### config.mk
export PLATFORM = sky130hd
export DESIGN_NAME = bank_gate
export DESIGN_NICKNAME = d
export VERILOG_FILES = /design/src/rtl/bank_gate.sv
export SDC_FILE = /design/constraint.sdc
export NUM_CORES = 1
export LEC_CHECK = 0
export BUFFER_PORTS_ARGS = -buffer_cell sky130_fd_sc_hd__buf_2
export CORE_MARGIN = 3
export CORE_UTILIZATION = 40
export DETAILED_ROUTE_END_ITERATION = 10
export GPL_TIMING_DRIVEN = 1
export PLACE_DENSITY_LB_ADDON = 0.25
export SLEW_MARGIN = 40
export SYNTH_ARGS = -nofsm -noshare
export SYNTH_HDL_FRONTEND = slang
export SYNTH_SLANG_ARGS = --single-unit
export TNS_END_PERCENT = 10
### constraint.sdc
create_clock -name clk -period 1.9 [get_ports clk]
set_input_delay 0 -clock clk [delete_from_list [all_inputs] [get_ports clk]]
set_output_delay 0 -clock clk [all_outputs]
set_load 0.01 [all_outputs]
### src/rtl/bank_gate.sv
module bank_gate #(
  parameter int NUM_BANKS = 4,
  parameter int LATENCY   = 3,
  parameter int IDX_W     = 16
) (
  input  logic             clk,
  input  logic             rst,
  input  logic             req_valid,
  input  logic [IDX_W-1:0] req_index,
  output logic             grant,
  output logic             reject,
  output logic [((NUM_BANKS > 1) ? $clog2(NUM_BANKS) : 1)-1:0] bank_sel
);
  localparam int BW = (NUM_BANKS > 1) ? $clog2(NUM_BANKS) : 1;
  localparam int CW = (LATENCY > 1) ? $clog2(LATENCY) : 1;
  localparam int LOAD_I = (LATENCY > 1) ? LATENCY - 1 : 0;
  localparam logic [CW-1:0] LOAD = CW'(LOAD_I);

  logic [NUM_BANKS-1:0] busy_vec;
  logic [NUM_BANKS-1:0] dup_vec;
  logic hit, dup, claim;

  generate
    if (NUM_BANKS > 1) begin : g_multi
      assign bank_sel = req_index[BW-1:0];
    end else begin : g_single
      assign bank_sel = '0;
    end
  endgenerate

  assign hit   = busy_vec[bank_sel];
  assign dup   = dup_vec[bank_sel];
  assign grant = req_valid && ((LATENCY == 0) || !hit || dup);
  assign reject = req_valid && !grant;
  assign claim = grant && !hit && (LATENCY > 1);

  generate
    for (genvar b = 0; b < NUM_BANKS; b++) begin : g_bank
      logic [CW-1:0]    cnt;
      logic             fresh;
      logic [IDX_W-1:0] owner;

      assign busy_vec[b] = (cnt != '0);
      assign dup_vec[b]  = fresh && (owner == req_index);

      always_ff @(posedge clk) begin
        if (rst) begin
          cnt   <= '0;
          fresh <= 1'b0;
          owner <= '0;
        end else begin
          fresh <= 1'b0;
          if (claim && (32'(bank_sel) == b)) begin
            cnt   <= LOAD;
            fresh <= 1'b1;
            owner <= req_index;
          end else if (cnt != '0) begin
            cnt <= cnt - 1'b1;
          end
        end
      end
    end
  endgenerate
endmodule


==> flow_summary.yaml, run 1 <==
clock_network:
  cts_tree: "built"
  clkTransAtPathRegs_ns: 0.07
  cts_made_buffers: 9
  htree_num_levels: 3
  insertion_delay_ns: 0.34
  cts_root_buf: "clkbuf_8"
  cts_num_sinks: 76
  post_cts_buffers: 0
  clock_path_buffers: 2
die:
  core_area_um2: 7450
  die-width_um: 94.9
  initial_utilization: 0.424
  die_area_um2: 9000
  die_h_um: 94.9
  io-pin-count: 23
  rows: 31
sta:
  period_share: 1.03
  relSlewSlack: 0.536
  clock_skew_ns: 0.00498
  drv_slew: 0
  tightest_slew_ns: 0.694
  finalSetupViolCount: 2
  fmax_mhz: 510
  rsz0062_at_grt: "yes"
  hold_viol: 0
  whs_ns: 0.0316
  worst_slack_ns: -0.0623
  min_period_ns: 1.96
synthesis:
  postSynthAreaPerCell_um2: 11.2
  ys.flop_type: "dfxtp_1"
  synth_top_area_share: 0.481
  synth_enable_flop_cells: 0
  synth_area_um2: 3160
  synth_fp_nets: 300
  synth-warning-count: 0
  ys_seq_area_frac: 0.481
  synth_cell_types: 35
  async_flop_share: 0
  synthTopCellsByArea: "dfxtp_1 48%, a22o_1 12%, xnor2_1 11%"
  ys_ff_latch: 76
  yosys.area.top_type: "dfxtp_1"
  synth_cells: 281
pwr:
  p_leak_nw: 1.42
  p_sw_w: 0.000752
  sequentialPowerShare: 0.548
  vdd_ir_drop_max_v: 0.000369
  power_density_nw_per_um2: 859
  pwr-share-comb: 0.110
  power.total_w: 0.00306
  sw_frac_of_total: 0.245
  intPower_w: 0.00231
  p_clk_frac: 0.342
layout:
  syn2layout_area_growth_pct: 12.9
  drive_above_1_share: 0.262
  final_common_cell: "dfxtp_1"
  final_nets: 316
  diodes: 0
  final_cell_mix: "75 x dfxtp_1, 42 x a22o_1, 38 x xnor2_1"
worst_setup_path:
  path_class: "reg -> out"
  reg2reg_depth: 7
  worst_setup_path_end_kind: "primary output"
  worstPathMaxFanout: 2
  cp-start-kind: "flop"
  cpMaxStageDelayCell: "or4_4"
  cp_cell_sequence: "xor2_1 -> or4_4 -> nor4_4 -> a311oi_2 -> and3_1 -> buf_2"
  worst_path_largest_cell_delay_ns: 0.56
  crit_required_ns: 1.90
  arrival_ns: 1.96
placed_design:
  dp_hpwl_mm: 4.56
  finalWeightedCongestion: 0.781
  place.port_buffers: 22
routing:
  drt_wl_total_mm: 6.55
  routedWlPerCell_um: 16.3
  post-route-drc-count: 0
  dr.pass1.iters: 5
  antenna_left: 0
  drt_iter0_drc: 118
  vias: 2128
  vias_per_cell: 5.31
worst_hold_path:
  worst_hold_path_type: "in -> reg"
  min_path_cells: 2
status:
  status: "finished, violations left"
  violations: "negative setup slack"
global_routing:
  grt_pass1_wl_mm: 10.9
  grt_max_degree: 19
  antenna_found_initial: 0
  grt_usage: 0.162
  grt_pass1_vias: 2157
  gr-total-overflow: 0
run:
  drv_cap: 0
-- synth_stat cells (4+ instances only) --
cell      number
buf_4          4
nor2_1         7
nand4_1        9
and2_1         4
xor2_1        18
nor4_1         6
a31o_2         4
a21o_1         4
and3b_1        4
a22o_2        14
dfxtp_1       76
buf_2          8
clkbuf_1      11
a22o_1        42
xnor2_1       38
buf_6          5
-- cell type report --
class	count	area [um^2]
well taps	99	124
repair buffers	33	230
fillers	712	3880
clock buffers	14	153
multi-input cells	176	1520
inverters	1	3.75
clock inverters	2	10.0
flip-flops and latches	76	1520
-- power by group through the flow --
| stage | registers, W | clock network (W) | logic (W) |
|---|---|---|---|
| 3_5_place_dp | 0.00171 | 0 | 0.000335 |
| 4_1_cts | 0.00168 | 0.00109 | 0.000341 |
| 2_1_floorplan | 0.00171 | 0 | 0.000242 |
| 6_report | 0.00168 | 0.00105 | 0.000337 |
| 5_1_grt | 0.00169 | 0.00117 | 0.000367 |
| 3_3_place_gp | 0.00171 | 0 | 0.000330 |
-- metal layers --
layer | vias to the layer above | GRT usage | part of all wire
met5 | - | 0 | 0
met4 | 0 | 0.0757 | 0.019
met3 | 10 | 0.0335 | 0.034
met2 | 41 | 0.244 | 0.43
met1 | 1033 | 0.222 | 0.51
li1 | 1044 | - | -
-- cells by family (layout without fill, tap and decap cells) --
group / count (synthesis) / in the layout / synth area share
xor gates and xnor gates: 56 / 56 / 0.155
muxes: 1 / 1 / 0.00713
DFF: 76 / 76 / 0.481
buffers and inverters: 29 / 50 / 0.0542
AOI/OAI and AO/OA: 71 / 71 / 0.205
and+or+nand+nor: 48 / 48 / 0.0970
-- worst paths after layout --
path / from / to / slack (ns)
min reg2reg: g_bank[2].owner[1] / g_bank[2].owner[1] / 0.45
max: g_bank[1].owner[13] / reject / -0.06
min: req_index[13] / g_bank[0].owner[13] / 0.03
max reg2reg: g_bank[3].cnt[1] / g_bank[3].cnt[0] / 0.07
-- through the flow --
stage / util / worst slack (ns) / setup TNS, ns / instances / area, um^2
6_report: 0.479 / -0.0623 / -0.114 / 401 / 3570
4_1_cts: 0.479 / -0.0910 / -0.171 / 401 / 3570
3_3_place_gp: 0.449 / -0.0445 / -0.785 / 385 / 3350
2_1_floorplan: - / 0.130 / 0 / 281 / 3160
3_5_place_dp: 0.451 / 0.00566 / 0 / 385 / 3360
5_1_grt: 0.479 / -0.164 / -0.576 / 401 / 3570
-- what timing repair did --
action	CTS	global route
hold endpoints to repair	0	0
gates resized for setup	9	0
endpoints found under the setup margin	2	17
hold buffers	0	0
pin swaps	3	0
-- worst max-delay path: cells and delay by family (launching register included) --
family,cells,cell delay (ns)
XOR/XNOR,1,0.14
flip-flops,1,0.33
AND/OR/NAND/NOR,3,0.93
AO/OA/AOI/OAI,1,0.09
buffers and inverters,1,0.13
-- registers in the layout, indices dropped and copies added (netlist names) --
signal	count
g_bank.owner	64
g_bank.fresh	4
g_bank.cnt	8
Note: power is estimated with default switching activity, not from simulation.
==> run 2: changes to the inputs <==
--- a/config.mk
+++ b/config.mk
@@ -10,8 +10,7 @@
 export CORE_UTILIZATION = 40
 export DETAILED_ROUTE_END_ITERATION = 10
 export GPL_TIMING_DRIVEN = 1
-export PLACE_DENSITY_LB_ADDON = 0.25
-export SLEW_MARGIN = 40
+export SLEW_MARGIN = 10
 export SYNTH_ARGS = -nofsm -noshare
 export SYNTH_HDL_FRONTEND = slang
 export SYNTH_SLANG_ARGS = --single-unit
==> run 2 against run 1 <==
The run still ends with negative setup slack left. Die area stayed put. Clock power up 27%. Sequential share of layout area shrank 1.5 points. Clock skew grew 0.0029 ns. Fmax shrank 0.77%. Routed wire length grew 5.0%. Largest cell class unchanged. Sequential power hardly changed. Total power up 9.7%. Clock-buffer cell count shrank 5. Largest power group unchanged. Utilization is 1.8 points higher. Design area is 3.9% higher. Cell count increased by 2.0%.
==> flow_summary.yaml, run 2 (same netlist as run 1, synthesis figures left out) <==
status:
  status: "finished, violations left"
  violations: "negative setup slack"
clock_network:
  htree_num_levels: 3
  cts_num_sinks: 76
  cts_tree: "built"
  cts_root_buf: "clkbuf_8"
  insertion_delay_ns: 0.34
  cts_made_buffers: 9
  clkTransAtPathRegs_ns: 0.08
  clock_path_buffers: 2
  post_cts_buffers: 0
pwr:
  pwr-share-comb: 0.105
  intPower_w: 0.00255
  p_sw_w: 0.000814
  p_clk_frac: 0.395
  sw_frac_of_total: 0.242
  sequentialPowerShare: 0.500
  p_leak_nw: 1.49
  vdd_ir_drop_max_v: 0.000530
  power_density_nw_per_um2: 907
worst_setup_path:
  worstPathMaxFanout: 2
  crit_start: "g_bank[1].owner[13]"
  ff2ff_setup_slack_ns: 0.08
  reg2reg_depth: 6
  worst_setup_path_end_kind: "primary output"
  path_class: "reg -> out"
  cp-start-kind: "flop"
  arrival_ns: 1.98
  crit_path_end: "reject"
  worstReg2RegEnd: "g_bank[2].cnt[1]"
  r2r-start: "g_bank[3].cnt[1]"
  crit_required_ns: 1.90
die:
  core_area_um2: 7450
  die_area_um2: 9000
  rows: 31
  die_h_um: 94.9
  die-width_um: 94.9
  io-pin-count: 23
  initial_utilization: 0.424
global_routing:
  grt_usage: 0.173
  grt_pass1_vias: 2185
  gr-total-overflow: 0
  grt_max_degree: 19
  antenna_found_initial: 0
  grt_pass1_wl_mm: 11.5
sta:
  hold_viol: 0
  relSlewSlack: 0.517
  tightest_slew_ns: 0.722
  whs_ns: 0.0257
  rsz0062_at_grt: "yes"
  period_share: 1.04
  fmax_mhz: 506
  clock_skew_ns: 0.00792
  drv_slew: 0
  finalSetupViolCount: 2
  min_period_ns: 1.98
  worst_slack_ns: -0.0777
placed_design:
  finalWeightedCongestion: 0.838
  place.port_buffers: 22
  place_ws_ns: -0.241
  dp_hpwl_mm: 4.62
  postPlaceCellArea_um2: 3380
worst_hold_path:
  worst_hold_path_type: "in -> reg"
layout:
  final_cell_mix: "72 x dfxtp_1, 42 x a22o_1, 38 x xnor2_1"
  largestRegisters: "g_bank.owner x64, g_bank.cnt x8, g_bank.fresh x4"
  multiInputGateArea_um2: 1540
  fin_util: 0.497
  fill_cells: 699
  seq_area_um2: 1530
  largest_reg_flops: 64
  final_area_um2: 3700
  syn2layout_area_growth_pct: 17.2
  drive_above_1_share: 0.300
  top_register: "g_bank.owner"
  final_common_cell: "dfxtp_1"
  diodes: 0
  final_nets: 324
routing:
  routedWlPerCell_um: 16.8
  vias_per_cell: 5.25
  post-route-drc-count: 0
  drt_iter0_drc: 168
  antenna_left: 0
  drt_wl_total_mm: 6.88
  vias: 2148
  dr.pass1.iters: 4
run:
  drv_cap: 0
run 2: cell count changes in the layout (fill, tap and decap cells not counted), sizes merged:
cell	previous run	this run
buf	33	38
bufinv	0	2
clkbuf	14	9
clkinv	2	4
clkinvlp	0	1
dlygate4sd3	0	3
run 2: through the flow:
step	TNS [ns]	instances	power (W)
after floorplan	0	281	0.00195
after global placement	-3.87	390	0.00205
after global routing	-0.329	409	0.00351
final	-0.140	409	0.00336
after CTS	-0.141	409	0.00339
after detailed placement	-4.71	390	0.00205
run 2: layout make-up:
cell class,instances,share of cell area
inverters,1,0.00101
repair buffers,41,0.0804
multi-input cells,176,0.415
well taps,99,0.0334
flip-flops and latches,76,0.412
clock inverters,7,0.0247
clock buffers,9,0.0334
run 2: worst min-delay path by stage:
stage	cells past startpoint	endpoint	slack, ns	startpoint
2_1_floorplan	1	bank_sel[0]	0.09	req_index[0]
3_3_place_gp	2	bank_sel[1]	0.29	req_index[1]
3_5_place_dp	2	bank_sel[1]	0.28	req_index[1]
4_1_cts	2	g_bank[1].owner[6]	0.004	req_index[6]
5_1_grt	2	g_bank[0].owner[11]	0.01	req_index[11]
6_report	2	g_bank[1].owner[6]	0.03	req_index[6]
run 2: timing repair:
item                       CTS  global route
setup endpoints to repair   37            22
hold endpoints to repair     1             0
pin swaps                    5            10
gates resized for setup     10             7
hold buffers                 3             0
run 2: power by group through the flow:
stage               sequential [W]  combinational (W)  clock (W)
finish                     0.00168           0.000353    0.00133
global route               0.00169           0.000388    0.00144
CTS                        0.00168           0.000353    0.00136
detailed placement         0.00171           0.000338          0
global placement           0.00171           0.000336          0
floorplan                  0.00171           0.000242          0
run 2: worst max-delay path: stages, from the launching register on:
cell and delay [ns]:
dfxtp_2 0.33, xor2_1 0.14, or4_4 0.58, nor4_4 0.16, a311oi_2 0.11, and3_1 0.20, buf_2 0.13
run 2: metal layers:
metal / wire length [um] / global-route usage
met4: 44 / 0.0541
met5: 0 / 0
met2: 3100 / 0.253
met3: 434 / 0.0574
met1: 3300 / 0.241
